### src/rtl/ldet_pkg.sv
package ldet_pkg;

    typedef enum logic [1:0] {
        SCH_OFF    = 2'd0,
        SCH_WAKE   = 2'd1,
        SCH_PORT   = 2'd2,
        SCH_PORTBC = 2'd3
    } scheme_e;

    localparam logic [3:0] CODE_WAKE   = 4'b0011;
    localparam logic [3:0] CODE_PORT   = 4'b0111;
    localparam logic [3:0] CODE_PORTBC = 4'b1111;

    typedef struct packed {
        logic ld_above;
        logic ld_below;
        logic pw_above;
        logic pw_below;
        logic prim_det;
    } cmp_flags_t;

    function automatic scheme_e decode_mode(input logic [3:0] code);
        case (code)
            CODE_WAKE:   return SCH_WAKE;
            CODE_PORT:   return SCH_PORT;
            CODE_PORTBC: return SCH_PORTBC;
            default:     return SCH_OFF;
        endcase
    endfunction

    function automatic bit is_port_scheme(input scheme_e s);
        return (s == SCH_PORT) || (s == SCH_PORTBC);
    endfunction

    function automatic int max3(input int a, input int b, input int c);
        int m;
        m = (a > b) ? a : b;
        return (m > c) ? m : c;
    endfunction

endpackage

### src/rtl/ldet_mode_track.sv
module ldet_mode_track
    import ldet_pkg::*;
(
    input  logic       clk,
    input  logic       rst,
    input  logic       en,
    input  logic [3:0] mode,
    output scheme_e    scheme,
    output logic       restart
);
    logic [3:0] mode_prev;

    always_ff @(posedge clk) begin
        if (rst) mode_prev <= 4'b0000;
        else     mode_prev <= mode;
    end

    always_comb begin
        scheme  = decode_mode(mode);
        restart = (mode != mode_prev) || !en;
    end

endmodule

### src/rtl/ldet_qual_timer.sv
module ldet_qual_timer #(
    parameter int CNT_W = 14
) (
    input  logic             clk,
    input  logic             rst,
    input  logic             clr,
    input  logic             tick,
    input  logic             cond,
    input  logic [CNT_W-1:0] target,
    output logic             done
);
    logic [CNT_W-1:0] cnt;
    logic [CNT_W-1:0] last;

    always_comb begin
        last = target - CNT_W'(1);
        done = cond && tick && (cnt == last);
    end

    always_ff @(posedge clk) begin
        if (rst || clr || !cond) begin
            cnt <= '0;
        end else if (tick) begin
            if (cnt == last) cnt <= '0;
            else             cnt <= cnt + CNT_W'(1);
        end
    end

    AST_CNT_BELOW_TARGET: assert property (@(posedge clk) disable iff (rst)
        !clr |-> (cnt < target));

    AST_BREAK_RESTARTS: assert property (@(posedge clk) disable iff (rst)
        (!cond || clr) |=> (cnt == '0));

endmodule

### src/rtl/ldet_status_core.sv
module ldet_status_core
    import ldet_pkg::*;
(
    input  logic       clk,
    input  logic       rst,
    input  logic       restart,
    input  scheme_e    scheme,
    input  cmp_flags_t flags,
    input  logic       set_done,
    input  logic       rel_done,
    output logic       set_cond,
    output logic       rel_cond,
    output logic       load_q,
    output logic       load_n,
    output logic       wake_lim_sel
);
    logic bc_event;
    logic active;

    always_comb begin
        active   = (scheme != SCH_OFF) && !restart;
        bc_event = (scheme == SCH_PORTBC) && flags.prim_det;
        set_cond = 1'b0;
        rel_cond = 1'b0;
        if (!load_q) begin
            if (scheme == SCH_WAKE)         set_cond = flags.pw_above;
            else if (is_port_scheme(scheme)) set_cond = flags.ld_above;
        end else begin
            if (scheme == SCH_WAKE)         rel_cond = flags.pw_below;
            else if (is_port_scheme(scheme)) rel_cond = flags.ld_below;
        end
        load_n       = !(load_q && active);
        wake_lim_sel = active && (scheme == SCH_WAKE) && !load_q;
    end

    always_ff @(posedge clk) begin
        if (rst || restart) begin
            load_q <= 1'b0;
        end else if (!load_q) begin
            if (set_done || bc_event) load_q <= 1'b1;
        end else if (rel_done) begin
            load_q <= 1'b0;
        end
    end

    AST_RESTART_CLEARS: assert property (@(posedge clk) disable iff (rst)
        restart |=> !load_q);

    AST_LIMIT_MATCHES_LOAD: assert property (@(posedge clk) disable iff (rst)
        (scheme == SCH_WAKE && !restart && !load_n) |-> !wake_lim_sel);

endmodule

### src/rtl/ldet_status_ctrl.sv
module ldet_status_ctrl
    import ldet_pkg::*;
#(
    parameter int SET_TICKS     = 200,
    parameter int NPW_RST_TICKS = 3000,
    parameter int PW_RST_TICKS  = 15000
) (
    input  logic       clk,
    input  logic       rst,
    input  logic       en,
    input  logic [3:0] mode,
    input  logic       tick,
    input  logic       ld_above,
    input  logic       ld_below,
    input  logic       pw_above,
    input  logic       pw_below,
    input  logic       prim_det,
    output logic       load_n,
    output logic       wake_lim_sel
);
    localparam int MAX_TICKS = max3(SET_TICKS, NPW_RST_TICKS, PW_RST_TICKS);
    localparam int CNT_W     = $clog2(MAX_TICKS + 1);

    scheme_e          scheme;
    logic             restart;
    cmp_flags_t       flags;
    logic             set_cond, rel_cond, set_done, rel_done, load_q;
    logic [CNT_W-1:0] set_target, rel_target;

    always_comb begin
        flags      = '{ld_above: ld_above, ld_below: ld_below,
                       pw_above: pw_above, pw_below: pw_below,
                       prim_det: prim_det};
        set_target = CNT_W'(SET_TICKS);
        rel_target = (scheme == SCH_WAKE) ? CNT_W'(PW_RST_TICKS) : CNT_W'(NPW_RST_TICKS);
    end

    ldet_mode_track u_mode (
        .clk(clk), .rst(rst), .en(en), .mode(mode),
        .scheme(scheme), .restart(restart)
    );

    ldet_qual_timer #(.CNT_W(CNT_W)) u_set_tmr (
        .clk(clk), .rst(rst), .clr(restart), .tick(tick),
        .cond(set_cond), .target(set_target), .done(set_done)
    );

    ldet_qual_timer #(.CNT_W(CNT_W)) u_rel_tmr (
        .clk(clk), .rst(rst), .clr(restart), .tick(tick),
        .cond(rel_cond), .target(rel_target), .done(rel_done)
    );

    ldet_status_core u_core (
        .clk(clk), .rst(rst), .restart(restart), .scheme(scheme), .flags(flags),
        .set_done(set_done), .rel_done(rel_done), .set_cond(set_cond),
        .rel_cond(rel_cond), .load_q(load_q), .load_n(load_n),
        .wake_lim_sel(wake_lim_sel)
    );

    AST_OFF_CODE_QUIET: assert property (@(posedge clk) disable iff (rst)
        (scheme == SCH_OFF) |-> (load_n && !wake_lim_sel));

    AST_SET_HAS_CAUSE: assert property (@(posedge clk) disable iff (rst)
        (load_q && !$past(load_q)) |-> ($past(set_done) || $past(scheme == SCH_PORTBC && prim_det)));

    AST_PRIM_ONLY_BC: assert property (@(posedge clk) disable iff (rst)
        (load_q && !$past(load_q) && !$past(set_done)) |-> $past(scheme == SCH_PORTBC));

    AST_RELEASE_HAS_CAUSE: assert property (@(posedge clk) disable iff (rst)
        (!load_q && $past(load_q)) |-> ($past(rel_done) || $past(restart)));

endmodule

### config.mk
export PLATFORM = sky130hd
export DESIGN_NAME = ldet_status_ctrl
export DESIGN_NICKNAME = d
export VERILOG_FILES = /design/src/rtl/ldet_pkg.sv /design/src/rtl/ldet_mode_track.sv /design/src/rtl/ldet_qual_timer.sv /design/src/rtl/ldet_status_core.sv /design/src/rtl/ldet_status_ctrl.sv
export SDC_FILE = /design/constraint.sdc
export NUM_CORES = 1
export LEC_CHECK = 0
export ABC_CLOCK_PERIOD_IN_PS = 1800
export BUFFER_PORTS_ARGS = -buffer_cell sky130_fd_sc_hd__buf_2
export CAP_MARGIN = 5
export CORE_UTILIZATION = 61
export CTS_BUF_LIST = sky130_fd_sc_hd__clkbuf_4
export DETAILED_ROUTE_END_ITERATION = 10
export PLACE_DENSITY = 0.81
export SETUP_SLACK_MARGIN = 0.3
export SLEW_MARGIN = 20
export SYNTH_ARGS = -nofsm -noshare
export SYNTH_HDL_FRONTEND = slang
export SYNTH_SLANG_ARGS = --single-unit
### constraint.sdc
create_clock -name clk -period 1.8 [get_ports clk]
set_input_delay 0.27 -clock clk [delete_from_list [all_inputs] [get_ports clk]]
set_output_delay 0.27 -clock clk [all_outputs]
set_load 0.005 [all_outputs]
# [Word-level counts from Yosys, hierarchy flattened]
# Index checks and enable logic that the tools add are counted.
[op_classes] eq_ne=9 multipliers=0 add_sub_neg=3 shifts=0 bitwise_logic=0 mux=13 n_reduce_logical=22 n_lt_le_gt_ge=0 div=0
[ops] cell="$mux W14" n=3
[ops] cell="$add A14 B1 Y14 const B" n=2
[ops] cell="$eq A14 B14 Y1" n=1
[ops] cell="$eq A14 B8 Y1 const B" n=1
[ops] cell="$sub A14 B1 Y14 const B" n=1
[ops] cell="$logic_and A1 B1 Y1" n=9
[ops] cell="$mux W1" n=9
[ops] cell="$logic_not A1 Y1" n=6
[ops] cell="$logic_or A1 B1 Y1" n=6
[ops] cell="$pmux W2 S3" n=1
[ops] cell="$eq A2 B2 Y1 const B" n=2
[ops] cell="$eq A4 B2 Y1 const B" n=1
[ops] cell="$eq A4 B3 Y1 const B" n=1
[ops] cell="$eq A4 B4 Y1 const B" n=1
[ops] cell="$ne A4 B4 Y1" n=1
[ops] cell="$eq A2 B1 Y1 const B" n=1
[ops] cell="$reduce_bool A2 Y1" n=1
[word_totals] memories=0 register_bits=33 wordCells=51 latch_bits=0 mem_bits_rw=0 rom_bits=0

# [Logic depth before layout (Yosys ltp)]
# Gate-level depths: netlist (run 1).
[logic_depth] word_depth=12 depth_mapped=6

# [Modules after synthesis]
# From an unflattened synthesis (run 1), not the netlist that was laid out.
[hier_totals] cells_unflattened=331 hier_area_um2=2583.7
[modules_own_cells] mod="ldet_qual_timer" cells_per_inst=149 area_each_um2=1148.6 instances=2
[modules_own_cells] mod="ldet_mode_track" cells_per_inst=17 area_each_um2=172.7 instances=1
[modules_own_cells] mod="ldet_status_core" cells_per_inst=12 area_each_um2=93.8 instances=1
[modules_own_cells] mod="ldet_status_ctrl" cells_per_inst=4 area_each_um2=20.0 instances=1

# [Worst setup path after synthesis (run 1)]
# No wires, ideal clock.
[synth_timing] path_type="register to register" from="register u_rel_tmr.cnt[0]" to="register u_rel_tmr.cnt[10]" stages_incl_launch_ff=7 n_path_buf=1 required_time_ns=1.668 path_slack_ns=0.135 period_less_slack_ns=1.665 arrival_time_ns=1.533 path_cell_list="dfxtp_1 > ha_1 > and3_1 > nand4_1 > o2111ai_2 > buf_2 > nor3_1"
[synth_via] elab_chain_len=2 elab_cells_between_ends=3 classes_between="add/sub: 1; eq/ne: 1; mux: 1"
[synth_rtl] element="start, declared" line_no="ldet_qual_timer.sv:12" text="logic [CNT_W-1:0] cnt;"
[synth_rtl] element="start signal, assigned" line_no="ldet_qual_timer.sv:25" text="else cnt <= cnt + CNT_W'(1);"
[synth_rtl] element="$add A14 B1 Y14 / $eq A14 B14 Y1 (equally long branches)" line_no="ldet_qual_timer.sv:25, ldet_qual_timer.sv:24"
[synth_rtl] element="$mux W14 *" line_no="ldet_qual_timer.sv:24" text="if (cnt == last) cnt <= '0;"
# Every way passes the cells marked *; elsewhere a longest branch is shown, timed or not.
# A chain may end at the register's enable or synchronous reset.

# [Final worst setup path (run 1)]
[layout_timing] from="register u_mode.mode_prev[0]" to="output port load_n"
[layout_via] elab_chain_len=6
[layout_rtl] element="start, declared" line_no="ldet_mode_track.sv:11" text="logic [3:0] mode_prev;"
[layout_rtl] element="start signal, assigned" line_no="ldet_mode_track.sv:15" text="else mode_prev <= mode;"
[layout_rtl] element="$ne A4 B4 Y1" line_no="ldet_mode_track.sv:20" text="restart = (mode != mode_prev) || !en;"
[layout_rtl] element="$logic_or A1 B1 Y1" line_no="ldet_mode_track.sv:20"
[layout_rtl] element="$logic_not A1 Y1" line_no="ldet_status_core.sv:21" text="active = (scheme != SCH_OFF) && !restart;"
[layout_rtl] element="$logic_and A1 B1 Y1" line_no="ldet_status_core.sv:21"
[layout_rtl] element="$logic_and A1 B1 Y1" line_no="ldet_status_core.sv:32" text="load_n = !(load_q && active);"
[layout_rtl] element="$logic_not A1 Y1" line_no="ldet_status_core.sv:32"
[layout_rtl] element="end, declared" line_no="ldet_status_ctrl.sv:18" text="output logic load_n,"
# Every way passes these cells.

==> results of run 1 <==
[layer usage]
layer  vias up  track usage, %  share of wire (%)
li1        769               -                  -
met4         0            14.6                4.5
met5         -               0                  0
met2        65            46.1                 50
met3        20            8.37                5.5
met1       769            35.2                 40
[power breakdown]
group / switching (W) / internal [W]
registers: 0.00000301 / 0.000728
logic: 0.0000469 / 0.0000370
clock network: 0.000255 / 0.000157
total: 0.000305 / 0.000922
[final timing paths]
check	start	end	cells past startpoint
worst max register to register	u_rel_tmr.cnt[10]$_SDFFE_PP0P_	u_rel_tmr.cnt[13]$_SDFFE_PP0P_	6
worst max-delay path	u_mode.mode_prev[0]$_SDFF_PP0_	load_n	5
worst min-delay path	rst	u_mode.mode_prev[2]$_SDFF_PP0_	2
worst min register to register	u_set_tmr.cnt[1]$_SDFFE_PP0P_	u_set_tmr.cnt[1]$_SDFFE_PP0P_	2
[per-stage QoR]
stage	utilization (%)	instances	TNS [ns]
after floorplan	-	190	0
after global placement	70.4	236	0
after detailed placement	70.4	236	0
after CTS	77.2	251	0
after global routing	84.3	257	-0.0858
final	84.3	257	0
[cell type report]
cell class / instances / share of cell area [%]
multi-input cells: 145 / 53.6
clock buffers: 6 / 1.95
well taps: 31 / 1.68
flip-flops and latches: 33 / 29.9
repair buffers: 36 / 11.8
inverters: 5 / 0.814
clock inverters: 1 / 0.163
[registers in the layout (all words and copies together), names as in the netlist]
signal / cells
u_rel_tmr.cnt: 14
u_mode.mode_prev: 4
u_core.load_q: 1
u_set_tmr.cnt: 14
[timing repair]
action | CTS | global route
cloned | 1 | 0
setup endpoints to repair | 18 | 28
resized for setup | 14 | 34
setup buffers | 7 | 6
pin swaps | 5 | 12
[synth_stat cells (4+ instances only)]
| cell type | count | area (um2) |
|---|---|---|
| dfxtp_1 | 33 | 661 |
| nor3_1 | 19 | 95.1 |
| xor2_1 | 14 | 123 |
| nand2_1 | 12 | 45.0 |
| nand4_1 | 11 | 68.8 |
| xnor2_1 | 11 | 96.3 |
| nor2_1 | 9 | 33.8 |
| nand3_1 | 8 | 40.0 |
| nor3_2 | 7 | 70.1 |
| inv_1 | 5 | 18.8 |
| a211oi_1 | 4 | 30.0 |
| and4_1 | 4 | 35.0 |
| nor2b_1 | 4 | 25.0 |
| nor4_1 | 4 | 25.0 |
[kinds of logic (layout without fill, tap and decap cells)]
logic type,count (synthesis),count (layout)
DFF,33,33
AOI/OAI and AO/OA,16,16
adders and majority gates,2,2
buffers and inverters,12,48
xor gates and xnor gates,25,25
and+or+nand+nor,100,100
muxes,2,2
==> metrics.md, run 1 <==
| Metric | Value |
|---|---|
| Initial cell density of the core | approximately 64% |
| Fillcell total | 139 |
| Highest clock rate | between 0.5 and 0.6 GHz |
| Final WL | around 4.7 mm |
| Worst hold margin | between 0.15 and 0.2 ns |
| Die W | between 50 and 60 um |
| Pin count of the biggest net entering global routing | 15 |
| Number of enable flip-flop cells after synthesis | 0 |
| Root buffer cell | clkbuf_4 |
| DIE AREA | ~0.0031 mm2 |
| Total CTS buffers | 5 |
| Max-slew violations | 0 |
| Vias in the first global route | roughly 1500 |
| CTS hold repair buffers | 0 |
| Seq. cell area | 689 um2 |
| Main combinational cell family by area after synthesis | simple AND/OR/NAND/NOR gates |
| Post-route minimum period | 1.79 ns |
| Mux contribution to synthesized area | about 1.1% |
| Synth Area in Adders | around 1.4% |
| Post-synth cell types | 43 |
| Core region area | roughly 0.0027 mm2 |
| Post-Synth Simple-Gate Area | a little over a third |
| Synth Net Count | approximately 210 |
| Dpl ws | 0.0988 ns |
| Finished Cell Area | roughly 0.0023 mm2 |
| Clk sink count | 33 |
| Multi-input combinational cell area | between 0.001 and 0.0015 mm2 |
| Setup violations, final | 0 |
| Critical path fanouts, max | 3 |
| Worst EP required | approximately 1.5 ns |
| Gr usage total | approximately 29% |
| Gate Count Post-Synth | 190 |
| Final worst slack | approximately 0.011 ns |
| Max Clock Skew | 0.00852 ns |
| DRT Pass-1 Iters | 4 |
| Compound-Gate Fraction of Synth Area | between 7 and 8% |
| Routed vias | ~1600 |
| Pwr Density | between 500 and 600 mW/mm2 |
| Bufs and invs on worst path | 1 |
| Slew HR | approximately 74% |
| Initial antenna violation count | 0 |
| Synth-to-Final Area Change | 31.6% |
| Clk_lat worst skew | ~0.35 ns |
| DRC violations left | 0 |
| Gr ovfl total | 0 |
| H-tree Lvls | 2 |
| Tcrit/Tclk final | 99.4% |
| # IOs | 15 |
| Post-DP HPWL | ~2.6 mm |
| Max_cap viols | 0 |
| Dpl cell area | between 0.0015 and 0.002 mm2 |
| FF-to-FF setup slack | ~0.15 ns |
| GP Congestion | 0.909 |
| Final count of hold timing violations | 0 |
| Ys flop type | dfxtp_1 |
| Register area share after synthesis | a little under two fifths |
| Worst hold path class | in2reg |
| CP max stage delay | around 0.34 ns |
| Most frequent cells in the layout | buf_4 (18), dfxtp_1 (18), buf_2 (14) |
| VDD IR-drop max | 0.655 mV |
| Syn Area/Cell | ~9.2 um2 |
| CTS tree | yes |
| Unrepaired setup endpoints after global routing | yes |
| Ys Warns | 0 |
| Die height | around 56 um |
| WP data arrival | ~1.5 ns |
| Crit Path Category | reg2out |
| Synthesized area | 0.00175 mm2 |
| Max clock buf depth | 2 |
| DRT iter0 DRCs | around 130 |
| Lkg Pwr | 0.807 nW |
| Vias per Instance | 6.32 |
| Status | finished clean |
| # rows | 19 |
| Power Total | 0.00123 W |
| Proportion of layout cells with a drive suffix above 1 | between 40% and 50% |
| Ant diodes | 0 |
| Slowest cell on the critical path | dfxtp_2 |
| FFs w/ async S/R, synth | 0% |
| Largest delay share family, worst path | flip-flops |
| Crit-path cells | xor2_2, nor3_4, nand2_2, a211o_1, buf_2 |
| First-pass GRT wire length | between 6 and 7 mm |
| Port buffer count | 14 |
| Yosys reg bits | 33 |
| Routed wire per std cell | ~18 um |
| CP endpoint kind | output pin |
| Antenna viol nets, final | 0 |
| Clock slew seen by the registers of the worst setup and hold paths | 0.10 ns |
| Synth Area in XOR/XNOR | roughly an eighth |
| Nets@finish | between 200 and 250 |
| Startpoint class of the critical path | flip-flop |
| Worst-Margin Slew | between 0.3 and 0.4 ns |
Power figures use the tool's default switching activity.
==> inputs of run 2 (changes only) <==
--- a/config.mk
+++ b/config.mk
@@ -11,7 +11,7 @@
 export CORE_UTILIZATION = 61
 export CTS_BUF_LIST = sky130_fd_sc_hd__clkbuf_4
 export DETAILED_ROUTE_END_ITERATION = 10
-export PLACE_DENSITY = 0.81
+export PLACE_DENSITY = 0.78
 export SETUP_SLACK_MARGIN = 0.3
 export SLEW_MARGIN = 20
 export SYNTH_ARGS = -nofsm -noshare
==> metrics.md, run 2 (same netlist as run 1, synthesis figures left out) <==
| Metric | Value |
|---|---|
| Status | finished clean (unchanged) |
| Reg2reg path depth | 6 (unchanged) |
| Crit path to | load_n (unchanged) |
| Largest regs | u_rel_tmr.cnt x14, u_set_tmr.cnt x14, u_mode.mode_prev x4 (unchanged) |
| Vias in the first global route | 1573 (was 1489) |
| FF-to-FF End | u_rel_tmr.cnt[1]$_SDFFE_PP0P_ (was u_rel_tmr.cnt[13]$_SDFFE_PP0P_) |
| DRT iter0 DRCs | 68 (was 134) |
| Clk_lat worst skew | 0.35 ns (about the same) |
| Port buffer count | 14 (unchanged) |
| Nets@finish | 238 (was 241) |
| Most frequent cells in the layout | dfxtp_1 (20), buf_4 (16), buf_2 (14) (was buf_4 (18), dfxtp_1 (18), buf_2 (14)) |
| Post-route minimum period | 1.75 ns (was 1.79 ns) |
| Die W | 55.6 um (unchanged) |
| # rows | 19 (unchanged) |
| Die height | 55.6 um (unchanged) |
| Worst hold path class | in2reg (unchanged) |
| DRC violations left | 0 (unchanged) |
| Max Clock Skew | 0.0155 ns (was 0.00852 ns) |
| CP endpoint kind | output pin (unchanged) |
| Core region area | 0.00273 mm2 (unchanged) |
| Inst Count DP | 237 (was 236) |
| Dpl cell area | 0.00193 mm2 (was 0.00192 mm2) |
| Fillcell total | 156 (was 139) |
| CTS hold repair buffers | 0 (unchanged) |
| Aggregate negative setup slack | 0 ns (unchanged) |
| FF-to-FF setup slack | 0.21 ns (was 0.15 ns) |
| Routed wire per std cell | 18.0 um (was 18.3 um) |
| Total CTS buffers | 5 (unchanged) |
| Final WL | 4.58 mm (was 4.69 mm) |
| Synth-to-Final Area Change | 32.0% (was 31.6%) |
| WP data arrival | 1.48 ns (was 1.52 ns) |
| Initial cell density of the core | 64.1% (unchanged) |
| Max clock buf depth | 2 (unchanged) |
| Post-DP HPWL | 2.75 mm (was 2.57 mm) |
| GRT met1 Usage | 34.1% (was 35.2%) |
| Critical path fanouts, max | 3 (unchanged) |
| Global-route met2 utilization | 50.1% (was 46.1%) |
| GR met3 Demand/Resource | 5.58% (was 8.37%) |
| Tcrit/Tclk final | 97.1% (was 99.4%) |
| FF-to-FF Start | u_rel_tmr.cnt[10]$_SDFFE_PP0P_ (unchanged) |
| First-pass GRT wire length | 6.97 mm (was 6.76 mm) |
| Max_cap viols | 0 (unchanged) |
| Pwr Density | 534 mW/mm2 (was 532 mW/mm2) |
| Max-slew violations | 0 (unchanged) |
| GP Congestion | 0.932 (was 0.909) |
| # IOs | 15 (unchanged) |
| Setup violations, final | 0 (unchanged) |
| Worst Setup SP | u_mode.mode_prev[0]$_SDFF_PP0_ (unchanged) |
| Lkg Pwr | 0.769 nW (was 0.807 nW) |
| Slew HR | 79.1% (was 74.2%) |
| Startpoint class of the critical path | flip-flop (unchanged) |
| DRT Pass-1 Iters | 4 (unchanged) |
| Gr usage total | 29.2% (was 28.8%) |
| Ant diodes | 0 (unchanged) |
| Worst-Margin Slew | 0.305 ns (was 0.383 ns) |
| Final count of hold timing violations | 0 (unchanged) |
| Initial antenna violation count | 0 (unchanged) |
| Proportion of layout cells with a drive suffix above 1 | 46.2% (was 45.1%) |
| DIE AREA | 0.00309 mm2 (unchanged) |
| Clk sink count | 33 (unchanged) |
| Pin count of the biggest net entering global routing | 17 (was 15) |
| H-tree Lvls | 2 (unchanged) |
| Routed vias | 1584 (was 1623) |
| Highest clock rate | 0.572 GHz (was 0.559 GHz) |
| Crit Path Category | reg2out (unchanged) |
| Finished Cell Area | 0.00231 mm2 (was 0.00230 mm2) |
| Gr ovfl total | 0 (unchanged) |
| Clock slew seen by the registers of the worst setup and hold paths | 0.10 ns (about the same) |
| Unrepaired setup endpoints after global routing | yes (unchanged) |
| GR peak layer | met2 (unchanged) |
| CTS tree | yes (unchanged) |
| Worst EP required | 1.53 ns (about the same) |
| Vias per Instance | 6.24 (was 6.32) |
| VDD IR-drop max | 0.623 mV (was 0.655 mV) |
| Post-Layout Cell Count | 254 (was 257) |
| Root buffer cell | clkbuf_4 (unchanged) |
| Antenna viol nets, final | 0 (unchanged) |
| Commonest non-fill, non-tap cell in the layout | dfxtp_1 |
-- run 2: how the worst min path moves through the flow --
stage                                              from                        endpoint  slack [ns]  cells past startpoint
final                                               rst  u_mode.mode_prev[0]$_SDFF_PP0_        0.18                      2
after global routing                                rst  u_mode.mode_prev[0]$_SDFF_PP0_        0.19                      2
after CTS                                           rst  u_mode.mode_prev[0]$_SDFF_PP0_        0.17                      2
after detailed placement  u_set_tmr.cnt[1]$_SDFFE_PP0P_   u_set_tmr.cnt[1]$_SDFFE_PP0P_        0.49                      2
after global placement    u_set_tmr.cnt[1]$_SDFFE_PP0P_   u_set_tmr.cnt[1]$_SDFFE_PP0P_        0.48                      2
after floorplan                                     rst  u_mode.mode_prev[2]$_SDFF_PP0_        0.34                      1
-- run 2: critical path, stage by stage, from the launching register on --
cell and delay (ns):
dfxtp_2 0.34, xor2_2 0.15, nor3_4 0.20, nand2_2 0.09, a211o_1 0.22, buf_2 0.12
-- run 2: metal layers --
metal	wire length, um	up-vias	share of wire [%]
met4	80	0	1.7
met2	2380	29	52
met1	1980	795	43
met3	137	7	3.0
li1	-	753	-
met5	0	-	0
-- run 2: cell type report --
class                      count  area [um2]  share of cell area, %
sequential                    33         684                   29.6
clock buffer                   6        45.0                   1.95
clock inverter                 1        3.75                  0.162
tap                           31        38.8                   1.68
timing repair buffer          33         246                   10.7
multi-input combinational    145        1270                   55.1
inverter                       5        18.8                  0.812
-- run 2: repair_timing --
item	4_1_cts	5_1_grt
buffers inserted	6	3
cloned	1	0
gates resized for setup	24	27
pin swaps	13	7
endpoints found under the setup margin	16	26
-- run 2: metrics by stage --
| stage | setup WS (ns) | hold slack (ns) | utilization, % | total power [W] |
|---|---|---|---|---|
| final | 0.0521 | 0.182 | 84.6 | 0.00123 |
| after detailed placement | 0.0835 | 0.485 | 70.7 | 0.000822 |
| after floorplan | 0.275 | 0.337 | - | 0.000795 |
| after CTS | 0.0428 | 0.173 | 78.9 | 0.00123 |
| after global routing | -0.0000376 | 0.187 | 84.6 | 0.00126 |
| after global placement | 0.167 | 0.476 | 70.7 | 0.000819 |
-- run 2: where the power goes --
part	switching [W]	internal, W	leakage (nW)
combinational	0.0000461	0.0000378	0.466
sequential	0.00000244	0.000730	0.274
clock	0.000261	0.000157	0.0292
==> inputs of run 3 (changes only) <==
--- a/config.mk
+++ b/config.mk
@@ -5,13 +5,14 @@
 export SDC_FILE = /design/constraint.sdc
 export NUM_CORES = 1
 export LEC_CHECK = 0
+export ABC_AREA = 1
 export ABC_CLOCK_PERIOD_IN_PS = 1800
 export BUFFER_PORTS_ARGS = -buffer_cell sky130_fd_sc_hd__buf_2
 export CAP_MARGIN = 5
-export CORE_UTILIZATION = 61
+export CORE_UTILIZATION = 62
 export CTS_BUF_LIST = sky130_fd_sc_hd__clkbuf_4
 export DETAILED_ROUTE_END_ITERATION = 10
-export PLACE_DENSITY = 0.78
+export PLACE_DENSITY = 0.79
 export SETUP_SLACK_MARGIN = 0.3
 export SLEW_MARGIN = 20
 export SYNTH_ARGS = -nofsm -noshare
==> metrics.md, run 3 <==
| Metric | Value |
|---|---|
| Unrepaired setup endpoints after global routing | yes (unchanged) |
| Synth-to-Final Area Change | 15.9% (was 32.0%) |
| Post-route minimum period | 1.64 ns (was 1.75 ns) |
| Synth top area share | 35.2% (was 37.7%) |
| Die height | 57.1 um (was 55.6 um) |
| Clock slew seen by the registers of the worst setup and hold paths | 0.09 ns (was 0.10 ns) |
| Pin count of the biggest net entering global routing | 15 (was 17) |
| Routed vias | 1670 (was 1584) |
| Synth Net Count | 283 (was 205) |
| Ant diodes | 0 (unchanged) |
| Inst Count DP | 313 (was 237) |
| Max_cap viols | 0 (unchanged) |
| Initial cell density of the core | 67.0% (was 64.1%) |
| GP Congestion | 0.847 (was 0.932) |
| Uppermost layer routed | met4 (unchanged) |
| # IOs | 15 (unchanged) |
| Max Clock Skew | 0.0126 ns (was 0.0155 ns) |
| Gate Count Post-Synth | 268 (was 190) |
| Antenna viol nets, final | 0 (unchanged) |
| Clk sink count | 33 (unchanged) |
| Synth area leader | dfxtp_1 (unchanged) |
| Slew HR | 82.1% (was 79.1%) |
| Top cells by area, synth | dfxtp_1 (35%), nand2_1 (11%), nor2_1 (8.8%) (was dfxtp_1 (38%), xor2_1 (7.0%), xnor2_1 (5.5%)) |
| Worst EP required | 1.53 ns (about the same) |
| Initial antenna violation count | 0 (unchanged) |
| DRT Pass-1 Iters | 4 (unchanged) |
| Final WL | 3.67 mm (was 4.58 mm) |
| Highest clock rate | 0.611 GHz (was 0.572 GHz) |
| Crit-path cells | inv_2, nand2_2, nand2_2, nor2_2, nand3_2, or2_4, buf_6 (was xor2_2, nor3_4, nand2_2, a211o_1, buf_2) |
| First-pass GRT wire length | 6.04 mm (was 6.97 mm) |
| Port buffer count | 14 (unchanged) |
| Aggregate negative setup slack | 0 ns (unchanged) |
| WP data arrival | 1.37 ns (was 1.48 ns) |
| Crit Path Category | reg2out (unchanged) |
| Worst hold margin | 0.174 ns (was 0.182 ns) |
| Core region area | 0.00281 mm2 (was 0.00273 mm2) |
| Most frequent cells in the layout | nand2_1 (53), nor2_1 (39), dfxtp_1 (30) (was dfxtp_1 (20), buf_4 (16), buf_2 (14)) |
| Register area share after synthesis | 35.2% (was 37.7%) |
| Critical path fanouts, max | 3 (unchanged) |
| Max clock buf depth | 2 (unchanged) |
| Yosys reg bits | 33 (unchanged) |
| Commonest non-fill, non-tap cell in the layout | nand2_1 (was dfxtp_1) |
| Proportion of layout cells with a drive suffix above 1 | 29.4% (was 46.2%) |
| Lkg Pwr | 0.776 nW (was 0.769 nW) |
| Tcrit/Tclk final | 91.0% (was 97.1%) |
| Die W | 57.1 um (was 55.6 um) |
| Status | finished clean (unchanged) |
| CP max stage delay | 0.36 ns (was 0.34 ns) |
| CP endpoint kind | output pin (unchanged) |
| Gr usage total | 24.0% (was 29.2%) |
| Vias per Instance | 5.15 (was 6.24) |
| Root buffer cell | clkbuf_4 (unchanged) |
| Met2 WL | 1.87 mm (was 2.38 mm) |
| Largest regs | u_rel_tmr.cnt x14, u_set_tmr.cnt x14, u_mode.mode_prev x4 (unchanged) |
| Metal-1 WL | 1.56 mm (was 1.98 mm) |
| Most Frequent Cell on Critical Path | nand2_2 |
| Nets@finish | 307 (was 238) |
| Worst-Margin Slew | 0.266 ns (was 0.305 ns) |
| CTS tree | yes (unchanged) |
| FFs w/ async S/R, synth | 0% (unchanged) |
| Synthesized area | 0.00188 mm2 (was 0.00175 mm2) |
| Final count of hold timing violations | 0 (unchanged) |
| FF-to-FF setup slack | 0.38 ns (was 0.21 ns) |
| Vias in the first global route | 1513 (was 1573) |
| Routed wire per std cell | 11.3 um (was 18.0 um) |
| Total CTS buffers | 5 (unchanged) |
| DRC violations left | 0 (unchanged) |
| VDD IR-drop max | 0.592 mV (was 0.623 mV) |
| Startpoint class of the critical path | flip-flop (unchanged) |
| Post-Layout Cell Count | 324 (was 254) |
| Number of enable flip-flop cells after synthesis | 0 (unchanged) |
| Dpl cell area | 0.00198 mm2 (was 0.00193 mm2) |
| Syn Area/Cell | 7.01 um2 (was 9.22 um2) |
| Most common cell in the netlist | nand2_1 (was dfxtp_1) |
| Util after Layout | 77.7% (was 84.6%) |
| Slowest cell on the critical path | dfxtp_2 (unchanged) |
| Ys Warns | 0 (unchanged) |
| Worst hold path class | in2reg (unchanged) |
| Post-DP HPWL | 2.50 mm (was 2.75 mm) |
| Ys flop type | dfxtp_1 (unchanged) |
| DRT iter0 DRCs | 67 (was 68) |
| Post-synth cell types | 25 (was 43) |
| DIE AREA | 0.00326 mm2 (was 0.00309 mm2) |
| Finished Cell Area | 0.00218 mm2 (was 0.00231 mm2) |
| Gr ovfl total | 0 (unchanged) |
| Clk_lat worst skew | 0.34 ns (was 0.35 ns) |
| Setup violations, final | 0 (unchanged) |
| Met3 Wirelength | 142 um (was 137 um) |
| # rows | 19 (unchanged) |
| Post-synth top cells | nand2_1 (57), nor2_1 (44), dfxtp_1 (33) (was dfxtp_1 (33), nor3_1 (19), xor2_1 (14)) |
| Max-slew violations | 0 (unchanged) |
| Pwr Density | 629 mW/mm2 (was 534 mW/mm2) |
| H-tree Lvls | 2 (unchanged) |
| Reg2reg path depth | 10 (was 6) |
| Hold depth | 2 (unchanged) |
-- run 3: cell types whose count changed after synthesis, moves of 5 or more --
cell / before / now
inv_2: 0 / 5
nor2_2: 0 / 21
inv_1: 5 / 29
nand4_1: 11 / 3
nor3_1: 19 / 6
nand3_1: 8 / 22
nand2_1: 12 / 57
nor2_1: 9 / 44
nand2_2: 0 / 5
nor3_2: 7 / 1
-- run 3: report_power, final --
part           internal, W  switching [W]  leakage (nW)
clock network     0.000304       0.000249        0.0433
registers         0.000735     0.00000278         0.268
logic            0.0000316      0.0000473         0.464
-- run 3: repair_timing --
item                       in CTS  in global routing
gates resized for setup         5                 21
pin swaps                       3                 10
buffers inserted                1                  1
cloned                          0                  1
hold buffers                    0                  0
setup endpoints to repair      15                 29
-- run 3: final cells by class --
class                   instances  area [um2]
flip-flops and latches         33         664
clock buffers                   6        45.0
repair buffers                 19         139
inverters                      34         128
clock inverters                 2        33.8
well taps                      31        38.8
fillers                       223         627
multi-input cells             199        1130
-- run 3: path summary, 6_finish.rpt --
kind | start | to
setup reg to reg | u_mode.mode_prev[0]$_SDFF_PP0_ | u_rel_tmr.cnt[0]$_SDFFE_PP0P_
setup / recovery | u_mode.mode_prev[0]$_SDFF_PP0_ | load_n
hold reg to reg | u_set_tmr.cnt[1]$_SDFFE_PP0P_ | u_set_tmr.cnt[1]$_SDFFE_PP0P_
hold / removal | rst | u_mode.mode_prev[1]$_SDFF_PP0_
-- run 3: metal layers --
layer / up-vias / global-route usage (%)
met5: - / 0
met4: 0 / 12.9
met3: 13 / 4.99
met2: 29 / 42.9
met1: 757 / 26.6
li1: 871 / -
-- run 3: critical path, delay by kind of cell, from the launching register on --
kind | cells | cell delay, ns
and+or+nand+nor | 5 | 0.53
DFF | 1 | 0.36
buffers and inverters | 2 | 0.15
-- run 3: logic make-up after synthesis --
group / count (synthesis) / synth area share (%)
buf+inv: 37 / 8.39
compound gates: 7 / 2.80
mux: 1 / 0.533
fa+ha+maj: 2 / 1.33
xor+xnor: 22 / 10.3
simple gates: 166 / 41.5
flops: 33 / 35.2
-- run 3: metrics by stage --
| step | setup WS (ns) | power, W |
|---|---|---|
| global placement | 0.307 | 0.000822 |
| global route | 0.0650 | 0.00143 |
| CTS | 0.149 | 0.00137 |
| floorplan | 0.468 | 0.000794 |
| finish | 0.163 | 0.00137 |
| detailed placement | 0.232 | 0.000823 |
